$ cat config.mk
export PLATFORM = sky130hd
export DESIGN_NAME = irq_ctl
export DESIGN_NICKNAME = d
export VERILOG_FILES = /design/src/rtl/irq_ctl_pkg.sv /design/src/rtl/irq_regs.sv /design/src/rtl/irq_state.sv /design/src/rtl/irq_arbiter.sv /design/src/rtl/irq_prio_stack.sv /design/src/rtl/irq_ctl.sv
export SDC_FILE = /design/constraint.sdc
export NUM_CORES = 1
export LEC_CHECK = 0
export ABC_AREA = 1
export BUFFER_PORTS_ARGS = -buffer_cell sky130_fd_sc_hd__buf_2
export CORE_UTILIZATION = 45
export DETAILED_ROUTE_END_ITERATION = 10
export PLACE_DENSITY = 0.76
export SYNTH_ARGS = -nofsm -noshare
export SYNTH_HDL_FRONTEND = slang
export SYNTH_SLANG_ARGS = --single-unit
$ cat constraint.sdc
create_clock -name clk -period 10.83 [get_ports clk]
set_clock_uncertainty 0.15 [all_clocks]
set_input_delay 1.083 -clock clk [delete_from_list [all_inputs] [get_ports clk]]
set_output_delay 1.083 -clock clk [all_outputs]
set_load 0.03 [all_outputs]
$ cat src/rtl/irq_ctl_pkg.sv
package irq_ctl_pkg;

    // Vector slots reserved below the first peripheral line.
    localparam int SYS_SLOTS = 16;
    // Priority nibbles packed into one register word.
    localparam int PRIO_PER_WORD = 8;
    localparam int PRIO_NIBBLE = 4;

    typedef enum logic [3:0] {
        REG_EN_SET   = 4'd0,
        REG_EN_CLR   = 4'd1,
        REG_PEND_SET = 4'd2,
        REG_PEND_CLR = 4'd3,
        REG_ACTIVE   = 4'd5,
        REG_PRIO0    = 4'd8
    } reg_sel_e;

    function automatic logic [3:0] prio_word_addr(input int line);
        return 4'(int'(REG_PRIO0) + line / PRIO_PER_WORD);
    endfunction

endpackage

$ cat src/rtl/irq_regs.sv
module irq_regs
    import irq_ctl_pkg::*;
#(
    parameter int NUM_IRQ = 8,
    parameter int PRIO_W  = 3
) (
    input  logic                      clk,
    input  logic                      rst,
    input  logic                      wr_en,
    input  logic [3:0]                wr_addr,
    input  logic [31:0]               wr_data,
    output logic [NUM_IRQ-1:0]        en_q,
    output logic [NUM_IRQ*PRIO_W-1:0] prio_flat,
    output logic [NUM_IRQ-1:0]        sw_pset,
    output logic [NUM_IRQ-1:0]        sw_pclr
);
    logic [NUM_IRQ-1:0] en_set, en_clr;
    logic [NUM_IRQ-1:0] wbits;
    logic               unused_wdata;

    assign wbits        = wr_data[NUM_IRQ-1:0];
    assign unused_wdata = ^wr_data;

    assign en_set  = (wr_en && wr_addr == REG_EN_SET)   ? wbits : '0;
    assign en_clr  = (wr_en && wr_addr == REG_EN_CLR)   ? wbits : '0;
    assign sw_pset = (wr_en && wr_addr == REG_PEND_SET) ? wbits : '0;
    assign sw_pclr = (wr_en && wr_addr == REG_PEND_CLR) ? wbits : '0;

    always_ff @(posedge clk) begin
        if (rst) en_q <= '0;
        else     en_q <= (en_q | en_set) & ~en_clr;
    end

    for (genvar i = 0; i < NUM_IRQ; i++) begin : g_prio
        localparam int LSB = (i % PRIO_PER_WORD) * PRIO_NIBBLE;
        logic [PRIO_W-1:0] p_q;
        always_ff @(posedge clk) begin
            if (rst)
                p_q <= '0;
            else if (wr_en && wr_addr == prio_word_addr(i))
                p_q <= wr_data[LSB +: PRIO_W];
        end
        assign prio_flat[i*PRIO_W +: PRIO_W] = p_q;
    end

endmodule

$ cat src/rtl/irq_state.sv
module irq_state #(
    parameter int NUM_IRQ = 8,
    parameter int IDX_W   = 3
) (
    input  logic               clk,
    input  logic               rst,
    input  logic [NUM_IRQ-1:0] irq_in,
    input  logic [NUM_IRQ-1:0] sw_pset,
    input  logic [NUM_IRQ-1:0] sw_pclr,
    input  logic               entry_fire,
    input  logic [IDX_W-1:0]   entry_idx,
    input  logic               exit_fire,
    input  logic [IDX_W-1:0]   exit_idx,
    output logic [NUM_IRQ-1:0] pend_q,
    output logic [NUM_IRQ-1:0] act_q
);
    logic [NUM_IRQ-1:0] entry_oh, exit_oh, hw_set;

    assign entry_oh = entry_fire ? (NUM_IRQ'(1) << entry_idx) : '0;
    assign exit_oh  = exit_fire  ? (NUM_IRQ'(1) << exit_idx)  : '0;
    // A line being serviced does not re-pend itself until its handler exits.
    assign hw_set   = irq_in & ~act_q;

    always_ff @(posedge clk) begin
        if (rst) begin
            pend_q <= '0;
            act_q  <= '0;
        end else begin
            pend_q <= (pend_q | sw_pset | hw_set) & ~sw_pclr & ~entry_oh;
            act_q  <= (act_q | entry_oh) & ~exit_oh;
        end
    end

endmodule

$ cat src/rtl/irq_arbiter.sv
module irq_arbiter #(
    parameter int NUM_IRQ = 8,
    parameter int PRIO_W  = 3,
    parameter int IDX_W   = 3
) (
    input  logic [NUM_IRQ-1:0]        cand,
    input  logic [NUM_IRQ*PRIO_W-1:0] prio_flat,
    output logic                      any,
    output logic [IDX_W-1:0]          sel_idx,
    output logic [PRIO_W-1:0]         sel_prio
);
    // Walking from the top index down with <= lets the lowest index win ties.
    always_comb begin
        any      = 1'b0;
        sel_idx  = '0;
        sel_prio = '0;
        for (int i = NUM_IRQ - 1; i >= 0; i--) begin
            if (cand[i] && (!any || prio_flat[i*PRIO_W +: PRIO_W] <= sel_prio)) begin
                any      = 1'b1;
                sel_idx  = IDX_W'(i);
                sel_prio = prio_flat[i*PRIO_W +: PRIO_W];
            end
        end
    end

endmodule

$ cat src/rtl/irq_prio_stack.sv
module irq_prio_stack #(
    parameter int PRIO_W = 3,
    parameter int IDX_W  = 3,
    parameter int SP_W   = 4
) (
    input  logic              clk,
    input  logic              rst,
    input  logic              push,
    input  logic [PRIO_W-1:0] push_prio,
    input  logic [IDX_W-1:0]  push_idx,
    input  logic              pop,
    output logic [PRIO_W:0]   top_prio,
    output logic [IDX_W-1:0]  top_idx,
    output logic [SP_W-1:0]   sp
);
    localparam int DEPTH = 1 << PRIO_W;

    logic [PRIO_W-1:0] pr_q [DEPTH];
    logic [IDX_W-1:0]  ix_q [DEPTH];
    logic [SP_W-1:0]   sp_q, sp_m1;

    assign sp    = sp_q;
    assign sp_m1 = sp_q - SP_W'(1);

    always_ff @(posedge clk) begin
        if (rst) begin
            sp_q <= '0;
        end else if (pop) begin
            sp_q <= sp_m1;
        end else if (push) begin
            pr_q[sp_q[PRIO_W-1:0]] <= push_prio;
            ix_q[sp_q[PRIO_W-1:0]] <= push_idx;
            sp_q <= sp_q + SP_W'(1);
        end
    end

    always_comb begin
        if (sp_q == '0) begin
            top_prio = {1'b1, {PRIO_W{1'b0}}};
            top_idx  = '0;
        end else begin
            top_prio = {1'b0, pr_q[sp_m1[PRIO_W-1:0]]};
            top_idx  = ix_q[sp_m1[PRIO_W-1:0]];
        end
    end

endmodule

$ cat src/rtl/irq_ctl.sv
module irq_ctl
    import irq_ctl_pkg::*;
#(
    parameter int NUM_IRQ = 8,
    parameter int PRIO_W  = 3,
    parameter int VEC_W   = $clog2(SYS_SLOTS + NUM_IRQ)
) (
    input  logic               clk,
    input  logic               rst,
    input  logic [NUM_IRQ-1:0] irq_in,
    input  logic               wr_en,
    input  logic [3:0]         wr_addr,
    input  logic [31:0]        wr_data,
    input  logic [3:0]         rd_addr,
    output logic [31:0]        rd_data,
    output logic               irq_req,
    output logic [VEC_W-1:0]   irq_vec,
    input  logic               entry_ack,
    input  logic               exit_ack
);
    localparam int IDX_W = (NUM_IRQ > 1) ? $clog2(NUM_IRQ) : 1;
    localparam int SP_W  = $clog2((1 << PRIO_W) + 1);

    logic [NUM_IRQ-1:0]        en_q, pend_q, act_q, sw_pset, sw_pclr;
    logic [NUM_IRQ*PRIO_W-1:0] prio_flat;
    logic                      any;
    logic [IDX_W-1:0]          sel_idx, top_idx;
    logic [PRIO_W-1:0]         sel_prio;
    logic [PRIO_W:0]           top_prio;
    logic [SP_W-1:0]           sp;
    logic                      entry_fire, exit_fire;

    irq_regs #(.NUM_IRQ(NUM_IRQ), .PRIO_W(PRIO_W)) u_regs (
        .clk(clk), .rst(rst), .wr_en(wr_en), .wr_addr(wr_addr), .wr_data(wr_data),
        .en_q(en_q), .prio_flat(prio_flat), .sw_pset(sw_pset), .sw_pclr(sw_pclr)
    );

    irq_arbiter #(.NUM_IRQ(NUM_IRQ), .PRIO_W(PRIO_W), .IDX_W(IDX_W)) u_arb (
        .cand(pend_q & en_q), .prio_flat(prio_flat),
        .any(any), .sel_idx(sel_idx), .sel_prio(sel_prio)
    );

    // Strict comparison against the running level; idle reads as one past the lowest.
    assign irq_req    = any && ({1'b0, sel_prio} < top_prio);
    assign irq_vec    = VEC_W'(sel_idx) + VEC_W'(SYS_SLOTS);
    assign exit_fire  = exit_ack && (sp != '0);
    assign entry_fire = entry_ack && irq_req && !exit_ack;

    irq_state #(.NUM_IRQ(NUM_IRQ), .IDX_W(IDX_W)) u_state (
        .clk(clk), .rst(rst), .irq_in(irq_in), .sw_pset(sw_pset), .sw_pclr(sw_pclr),
        .entry_fire(entry_fire), .entry_idx(sel_idx),
        .exit_fire(exit_fire), .exit_idx(top_idx),
        .pend_q(pend_q), .act_q(act_q)
    );

    irq_prio_stack #(.PRIO_W(PRIO_W), .IDX_W(IDX_W), .SP_W(SP_W)) u_stack (
        .clk(clk), .rst(rst),
        .push(entry_fire), .push_prio(sel_prio), .push_idx(sel_idx),
        .pop(exit_fire),
        .top_prio(top_prio), .top_idx(top_idx), .sp(sp)
    );

    always_comb begin
        rd_data = '0;
        case (rd_addr)
            REG_EN_SET, REG_EN_CLR:     rd_data[NUM_IRQ-1:0] = en_q;
            REG_PEND_SET, REG_PEND_CLR: rd_data[NUM_IRQ-1:0] = pend_q;
            REG_ACTIVE:                 rd_data[NUM_IRQ-1:0] = act_q;
            default: begin
                for (int i = 0; i < NUM_IRQ; i++) begin
                    if (rd_addr == prio_word_addr(i))
                        rd_data[(i % PRIO_PER_WORD) * PRIO_NIBBLE +: PRIO_W] =
                            prio_flat[i*PRIO_W +: PRIO_W];
                end
            end
        endcase
    end

endmodule

Yosys cells after proc, flatten, opt, wreduce, memory -nomap -nowiden
Memory sizes are Yosys's and may differ from the RTL's.
Index checks and enable logic that the tools add are counted.
Word-level totals
  memories kept: 2
  bits in writable memories: 48
  logic and storage cells: 146
  output and inout bits: 38
  bits of input ports: 53
  bits in registers: 52
Memory list
  u_stack.ix_q: depth 8, bits a word 3, read ports 1, clocked after Yosys merged registers in 0, write ports 1, line irq_prio_stack.sv:19  | logic [IDX_W-1:0] ix_q [DEPTH];
  u_stack.pr_q: depth 8, bits a word 3, read ports 1, clocked after Yosys merged registers in 0, write ports 1, line irq_prio_stack.sv:18  | logic [PRIO_W-1:0] pr_q [DEPTH];
Operators by class
  order comparisons: 8
  shift operators: 2
  equality and inequality tests: 9
  muxes and demuxes: 56
  reduce and logical (&&, ||, !) cells: 39
  bitwise gates (word level): 15
  add/subtract/negate cells: 3
Operators by type and width (number)
  $mux 3: 31
  $and 8x8->8: 6
  $mux 8: 6
  $not 8->8: 5
  $or 8x8->8: 4
  $le 3x3->1: 7
  $pmux 3 s3: 2
  $eq 4x2->1 const B: 4
  $logic_and 1x1->1: 16
  $shl 1x3->8 const A: 2
  $logic_not 4->1: 3
  $mux 1: 12
  $mux 4: 3
  $eq 4x1->1 const B: 2
  $eq 4x4->1 const B: 2
  $logic_not 1->1: 8
  $logic_or 1x1->1: 7
  $pmux 1 s3: 2
  $add 3x5->5 const B: 1
  $reduce_or 5->1: 1
  $add 4x1->4 const B: 1
  $eq 4x3->1 const B: 1
  $lt 3x4->1: 1
  $reduce_bool 4->1: 1
  other kinds (3): 4

Depth between registers and ports, before layout
Gate-level depths: netlist of the first run.
  depth after elaboration: 38
  mapped depth: 66
  mapped depth without buffers: 66

Cells and area by module
Synthesis of the first run repeated with hierarchy kept, for this count alone.
Second synthesis, totals
  cell total of the unflattened synthesis: 889
  area total of the unflattened synthesis: 6299.8 um^2
Modules (own cells, without submodules)
  irq_prio_stack: cells an instance 263, area an instance 2413.6 um^2, sequential area each 1521.5 um^2, times used 1
  irq_regs: cells an instance 197, area an instance 1407.6 um^2, sequential area each 640.6 um^2, times used 1
  irq_arbiter: cells an instance 167, area an instance 953.4 um^2, sequential area each 0.0 um^2, times used 1
  irq_state: cells an instance 125, area an instance 787.0 um^2, sequential area each 320.3 um^2, times used 1
  irq_ctl: cells an instance 137, area an instance 738.2 um^2, sequential area each 0.0 um^2, times used 1

Worst setup path before layout of the first run
Ideal clock, no wire load.
  path kind: flip-flop to output port
  from: register u_state.pend_q[7]
  to: output irq_req
  slack: 1.679 ns
  arrival time: 7.918 ns
  data required time: 9.597 ns
  stages on the path, launching flop included: 55
  buffers on the path: 0
  path through: dfxtp_1 nand2_2 inv_2 nand2_1 ha_1 a21oi_1 nand2_1 nand2_2 nand2_4 nand2_1 o21ai_2 ha_1 a21oi_1 o21ai_0 nand2_1 nand2_4 nand2_1 o21ai_2 (+19 left out) inv_1 nor2_1 o21a_1 o211ai_1 nand3_2 nand2_1 o21ai_0 ha_1 nand3b_1 a32oi_1 nand2_1 nand2_1 inv_1 o21ai_1 ha_1 nand2_2 nand2_4 a21boi_4
On the way
  word-level cells in the longest chain between the ends: 32
  elaborated cells on any way between the ends: 47
  those cells by class: order compare: 8; mux: 16; bitwise: 1; reduce/logical: 22
Ends and longest elaborated chain
  start, declared: line irq_state.sv:14  | output logic [NUM_IRQ-1:0] pend_q,
  start signal, assigned: line irq_state.sv:29  | pend_q <= (pend_q | sw_pset | hw_set) & ~sw_pclr & ~entry_oh;
  $and 8x8->8 (*): line irq_ctl.sv:39  | .cand(pend_q & en_q), .prio_flat(prio_flat),
  $mux 3 / $mux 1 (equally long branches): line irq_arbiter.sv:18  | if (cand[i] && (!any || prio_flat[i*PRIO_W +: PRIO_W] <= sel_prio)) begin
  $le 3x3->1 / $logic_not 1->1 (equally long branches): line irq_arbiter.sv:18
  $logic_or 1x1->1: line irq_arbiter.sv:18
  $logic_and 1x1->1: line irq_arbiter.sv:18
  $mux 3 / $mux 1 (equally long branches): line irq_arbiter.sv:18
  $le 3x3->1 / $logic_not 1->1 (equally long branches): line irq_arbiter.sv:18
  $logic_or 1x1->1: line irq_arbiter.sv:18
  (+17 left out)
  $mux 3 / $mux 1 (equally long branches): line irq_arbiter.sv:18
  $le 3x3->1 / $logic_not 1->1 (equally long branches): line irq_arbiter.sv:18
  $logic_or 1x1->1: line irq_arbiter.sv:18
  $logic_and 1x1->1: line irq_arbiter.sv:18
  $mux 3 (*): line irq_arbiter.sv:18
  net sel_prio[1]: line irq_ctl.sv:28  | logic [PRIO_W-1:0] sel_prio;
  $lt 3x4->1 (*): line irq_ctl.sv:44  | assign irq_req = any && ({1'b0, sel_prio} < top_prio);
  $logic_and 1x1->1 (*): line irq_ctl.sv:44
  end, declared: line irq_ctl.sv:16  | output logic irq_req,
The timed path passes the listed nets; every way through them passes the cells marked *.

Final worst setup path of the first run
Ends and elaborated chain as after synthesis.

==> results of run 1 <==
state kept, by name, indices dropped and copies added (netlist names):
name and count:
u_regs.g_prio.p_q 24, u_state.act_q 8, u_stack.pr_q 24, u_stack.sp 4, u_state.pend_q 8, u_stack.ix_q 24, u_regs.en_q 8
kinds of logic (layout without fill, tap and decap cells):
logic type	count (synthesis)	in the layout	synth area share [%]
AND/OR/NAND/NOR	271	271	22.13
flip-flops	100	100	44.67
XOR/XNOR	4	4	0.6306
AO/OA/AOI/OAI	183	183	18.44
adder cells (fa/ha/maj)	25	25	5.629
buffers and inverters	115	197	8.354
other	2	8	0.1352
synth_stat cells (all sizes together):
cell type,count
a21boi,1
a21oi,67
a31oi,4
a32oi,1
and2,2
buf,11
clkbuf,17
clkinv,2
conb,2
dfxtp,52
edfxtp,48
ha,25
inv,85
nand2,113
nand3,54
nand3b,1
nand4,3
nor2,94
nor3,1
nor4,2
o2111ai,6
o211ai,3
o21a,1
o21ai,88
o221ai,9
o22ai,2
o31ai,1
or2,1
xnor2,2
xor2,2
repair_timing:
action | CTS | global route
buffers inserted | 0 | 8
endpoints found under the setup margin | 0 | 46
resized for setup | 0 | 21
worst paths after layout:
check | start | endpoint | slack [ns]
max | u_state.pend_q[7] | irq_req | 0.79
max reg2reg | u_state.pend_q[7] | u_stack.pr_q[4][1] | 1.32
min reg2reg | u_state.act_q[1] | u_state.act_q[1] | 0.32
min | u_state.act_q[1] | u_state.act_q[1] | 0.32
area by class of cell:
class	instances	area, um2	share of cell area (%)
multi-input combinational	491	2680	41.40
sequential	100	2485	38.38
clock inverter	7	51.30	0.7924
tap	147	183.9	2.841
inverter	87	326.6	5.044
timing repair buffer	94	521.8	8.060
clock buffer	9	225.2	3.479
per-layer routing:
| layer | vias to the layer above | track usage (%) | wire length [um] |
|---|---|---|---|
| li1 | 2532 | - | - |
| met1 | 2379 | 30.32 | 6228 |
| met2 | 179 | 35.21 | 6534 |
| met3 | 24 | 4.231 | 917 |
| met4 | 0 | 10.00 | 287 |
| met5 | - | 0 | 0 |
critical path: cells and delay by family (launching register included):
kind,cells,cell delay (ns)
compound gates,21,2.71
fa+ha+maj,8,2.45
simple gates,24,2.32
buf+inv,6,0.63
flops,1,0.35
layout by cell type (no fill, tap or decap), types with 2 or more instances in the layout:
| master | synthesis | layout |
|---|---|---|
| nor4_1 | 2 | 2 |
| clkinv_1 | 2 | 3 |
| inv_1 | 83 | 82 |
| nand4_1 | 3 | 3 |
| o211ai_1 | 3 | 3 |
| dfxtp_2 | 0 | 2 |
| nand3_4 | 1 | 2 |
| xnor2_1 | 2 | 2 |
| dfxtp_1 | 52 | 50 |
| o22ai_1 | 2 | 2 |
| nor2_2 | 1 | 2 |
| o21ai_2 | 4 | 7 |
| a21oi_1 | 67 | 66 |
| o221ai_1 | 9 | 9 |
| inv_2 | 2 | 3 |
| o2111ai_1 | 6 | 6 |
| nand3_1 | 43 | 43 |
| nand2_4 | 4 | 5 |
| buf_2 | 2 | 75 |
| o21ai_0 | 82 | 77 |
| nand2_2 | 7 | 8 |
| nand3_2 | 10 | 9 |
| edfxtp_1 | 48 | 48 |
| buf_4 | 8 | 18 |
| clkinvlp_4 | 0 | 3 |
| xor2_1 | 2 | 2 |
| o21ai_1 | 2 | 4 |
| ha_1 | 25 | 24 |
| a31oi_1 | 4 | 4 |
| and2_1 | 2 | 2 |
| conb_1 | 2 | 8 |
| nand2_1 | 102 | 100 |
| nor2_1 | 92 | 91 |
| clkbuf_16 | 0 | 9 |
through the flow:
stage / util (%) / power [uW] / hold WS (ns) / TNS (ns) / cell area [um2]
after floorplan: - / 717.9 / 0.2945 / 0 / 5579
final: 53.90 / 1125 / 0.3234 / 0 / 6474
after CTS: 52.93 / 1118 / 0.3210 / 0 / 6357
after global placement: 50.63 / 806.8 / 0.3092 / 0 / 6081
after global routing: 53.90 / 1195 / 0.3466 / -0.01714 / 6474
after detailed placement: 50.63 / 816.3 / 0.3111 / 0 / 6081
power by group through the flow:
stage	Combinational [uW]	Sequential [uW]	Clock, uW
after CTS	395	417	305
final	403	418	304
after global routing	452	419	324
after floorplan	297	421	0
after detailed placement	390	426	0
after global placement	381	426	0
==> metrics.cfg, run 1 <==
[routing]
wirelength_mm=13.97
avgViaCountPerCell=5.470
first_pass_iters=5
num_vias=5114
drc=0
ant_nets=0
wl_per_cell_um=14.94
initialDrtViolationCount=435

[critical_path]
critical-path-max-stage-delay_ns=0.35
cp-end-kind=output pin
critPathRequiredTime_ns=9.60
crit_path_max_fanout=9
slowest_stage=dfxtp_2
worstRegToRegCells=62
critical_path_class=flip-flop to output pin
crit_arrival_ns=8.81
critPathLaunchType=flip-flop
cp_common_cell=nand2_1

[finish]
area_growth_pct=16.51
fin_nets=861
fill_cells=1086
drive_gt1_share_pct=19.16
instances_no_fill=935
num_antenna_cells=0

[place]
gp_congestion=0.8384
placed_cells=911
dp_hpwl_mm=9.903
portBuffers=76
post-place-ws_ns=0.4788

[sta]
slew_headroom_pct=21.11
max_freq_ghz=0.09956
finalSetupViolCount=0
worst_slew_pin_slew_ns=1.182
min_period_ns=10.04
hold_viol=0
slew_violations=0
finalCritPeriodShare_pct=92.74
finalWorstSetupSlack_ns=0.7859

[floorplan]
start_util_pct=46.26
row_count=40
dieHeight_um=113.1
core_um2=12010
fp.dieW_um=113.1
pin_count=91
dieArea_um2=12800

[power]
pwr-share-comb_pct=35.9
swShare_pct=38.70
p_seq_share_pct=37.1
cellPowerDensity_nw_per_um2=173.8
internal_power_uw=689.6
netSwitchingPower_uw=435.5
p_clk_share_pct=27.0
ir_worst_vdd_uv=99.22
p_leak_uw=0.002885

[cts]
cts-root-buf=clkbuf_16
cts_max_level=3
clockBufferDepth=2
clk_latency_ns=0.35
cts_sinks=100
cts_made_buffers=9
cts_hold_buf=0
cts_tree=done
clkTransAtPathRegs_ns=0.07

[synth]
postSynthAreaPerCell_um2=7.938
syn_area_um2=5557
post_synth_num_cell_types=41
yosysWarnings=0
yosys-top-cells-area=edfxtp_1, dfxtp_1, o21ai_0
synth-seq-area-share_pct=44.67
synth_top_area_cell=edfxtp_1
ys_ff_latch=100
postSynthCellCount=700
synth_top_area_share_pct=25.94

[grt]
overflow=0
grt_pass1_vias=4720
grt_use_total_pct=22.49
grt_pass1_wl_mm=22.50
antenna_found_initial=0
grt_max_degree=44

[status]
outcome=completed

[min_path]
hold_depth=2
hold_class=flip-flop to flip-flop

[run]
max_cap_viol_count=0

No activity file was read; power rests on OpenSTA's default activity.
==> run 2: changes to the inputs <==
--- a/config.mk
+++ b/config.mk
@@ -7,6 +7,7 @@
 export LEC_CHECK = 0
 export ABC_AREA = 1
 export BUFFER_PORTS_ARGS = -buffer_cell sky130_fd_sc_hd__buf_2
+export CORE_MARGIN = 2
 export CORE_UTILIZATION = 45
 export DETAILED_ROUTE_END_ITERATION = 10
 export PLACE_DENSITY = 0.76
==> metrics.cfg, run 2 (synthesis results as in run 1) <==
[critical_path]
critical_path_class=flip-flop to output pin
worstRegToRegCells=63
critPathRequiredTime_ns=9.60
critPathLaunchType=flip-flop
critical-path-max-stage-delay_ns=0.37
slowest_stage=dfxtp_1
crit_arrival_ns=8.79
cp-end-kind=output pin
crit_path_max_fanout=9
cp_common_cell=nand2_1

[floorplan]
start_util_pct=46.26
dieArea_um2=13250
row_count=40
pin_count=91
fp.dieW_um=115.1
dieHeight_um=115.1
core_um2=12010

[cts]
cts-root-buf=clkbuf_16
cts_hold_buf=0
cts_made_buffers=9
clkTransAtPathRegs_ns=0.07
cts_sinks=100
clockBufferDepth=2
cts_max_level=3
clk_latency_ns=0.35
cts_tree=done

[sta]
min_period_ns=10.02
finalSetupViolCount=0
max_freq_ghz=0.09980
final.setup.tns_ns=0
slew_violations=0
finalCritPeriodShare_pct=92.53
finalWorstSetupSlack_ns=0.8095
worst_slew_pin_slew_ns=1.173
hold_viol=0
rsz0062_at_grt=false
slew_headroom_pct=21.73

[routing]
avgViaCountPerCell=5.438
num_vias=5106
wl_met2_mm=6.559
first_pass_iters=5
initialDrtViolationCount=423
highest_layer=met4
wl_met1_mm=6.102
wl_per_cell_um=14.92
wirelength_mm=14.01
dr_wl_met3_mm=1.010
ant_nets=0
drc=0

[status]
outcome=completed

[power]
internal_power_uw=783.4
p_clk_share_pct=32.7
ir_worst_vdd_uv=112.4
p_seq_share_pct=34.4
pwr-share-comb_pct=32.9
netSwitchingPower_uw=431.1
swShare_pct=35.50
p_leak_uw=0.002944
cellPowerDensity_nw_per_um2=184.8

[run]
max_cap_viol_count=0

[grt]
overflow=0
grt_pass1_vias=4723
grt_max_degree=44
grt_pass1_wl_mm=22.57
grt_use_total_pct=21.67
antenna_found_initial=1

[finish]
final_cell_area_um2=6570
layout_common_cells=nand2_1, nor2_1, inv_1
fin_util_pct=54.70
final_common_cell=nand2_1
fin_nets=864
area_growth_pct=18.24
drive_gt1_share_pct=18.96

[place]
dp_hpwl_mm=9.967
post-place-ws_ns=0.6703
gp_congestion=0.8593
dpl_cell_area_um2=6088
portBuffers=76

[min_path]
hold_class=flip-flop to flip-flop
hold_depth=2

-- run 2: what timing repair did --
| item | 4_1_cts | 5_1_grt |
|---|---|---|
| gates resized for setup | 0 | 15 |
| setup endpoints to repair | 0 | 45 |
| buffers inserted | 0 | 10 |
-- run 2: worst paths after layout --
kind | endpoint | slack [ns] | start
setup / recovery | irq_req | 0.81 | u_state.pend_q[7]
hold / removal | u_regs.g_prio[7].p_q[2] | 0.32 | u_regs.g_prio[7].p_q[2]
setup reg to reg | u_stack.pr_q[1][1] | 1.25 | u_state.pend_q[7]
hold reg to reg | u_regs.g_prio[7].p_q[2] | 0.32 | u_regs.g_prio[7].p_q[2]
-- run 2: stage by stage --
| stage | instances | power, uW | hold slack (ns) |
|---|---|---|---|
| floorplan | 706 | 717.9 | 0.2945 |
| global placement | 912 | 807.2 | 0.3100 |
| detailed placement | 912 | 812.6 | 0.3110 |
| CTS | 928 | 1209 | 0.3210 |
| global route | 939 | 1287 | 0.3451 |
| finish | 939 | 1214 | 0.3219 |
-- run 2: cell type report --
cell class / count / area, um2
fillers: 1121 / 5441
multi-input cells: 491 / 2656
flip-flops and latches: 100 / 2484
repair buffers: 97 / 544.3
inverters: 87 / 326.6
clock buffers: 9 / 225.2
well taps: 147 / 183.9
clock inverters: 7 / 147.6
diodes: 1 / 2.502
-- run 2: per-layer routing --
layer	vias up	GRT usage, %
met2	187	33.65
met4	0	8.835
met1	2357	29.94
li1	2535	-
met5	-	0
met3	27	4.059
-- run 2: worst max-delay path, delay by kind of cell, from the launching register on --
| family | cells | cell delay [ns] |
|---|---|---|
| AOI/OAI and AO/OA | 19 | 2.62 |
| adders and majority gates | 8 | 2.34 |
| buffers and inverters | 7 | 0.78 |
| DFF | 1 | 0.37 |
| and+or+nand+nor | 26 | 2.30 |
-- run 2: power by group through the flow --
| stage | combinational (uW) | sequential, uW | clock [uW] |
|---|---|---|---|
| 2_1_floorplan | 297 | 421 | 0 |
| 3_3_place_gp | 381 | 426 | 0 |
| 3_5_place_dp | 386 | 426 | 0 |
| 4_1_cts | 393 | 418 | 398 |
| 5_1_grt | 453 | 420 | 414 |
| 6_report | 399 | 418 | 397 |
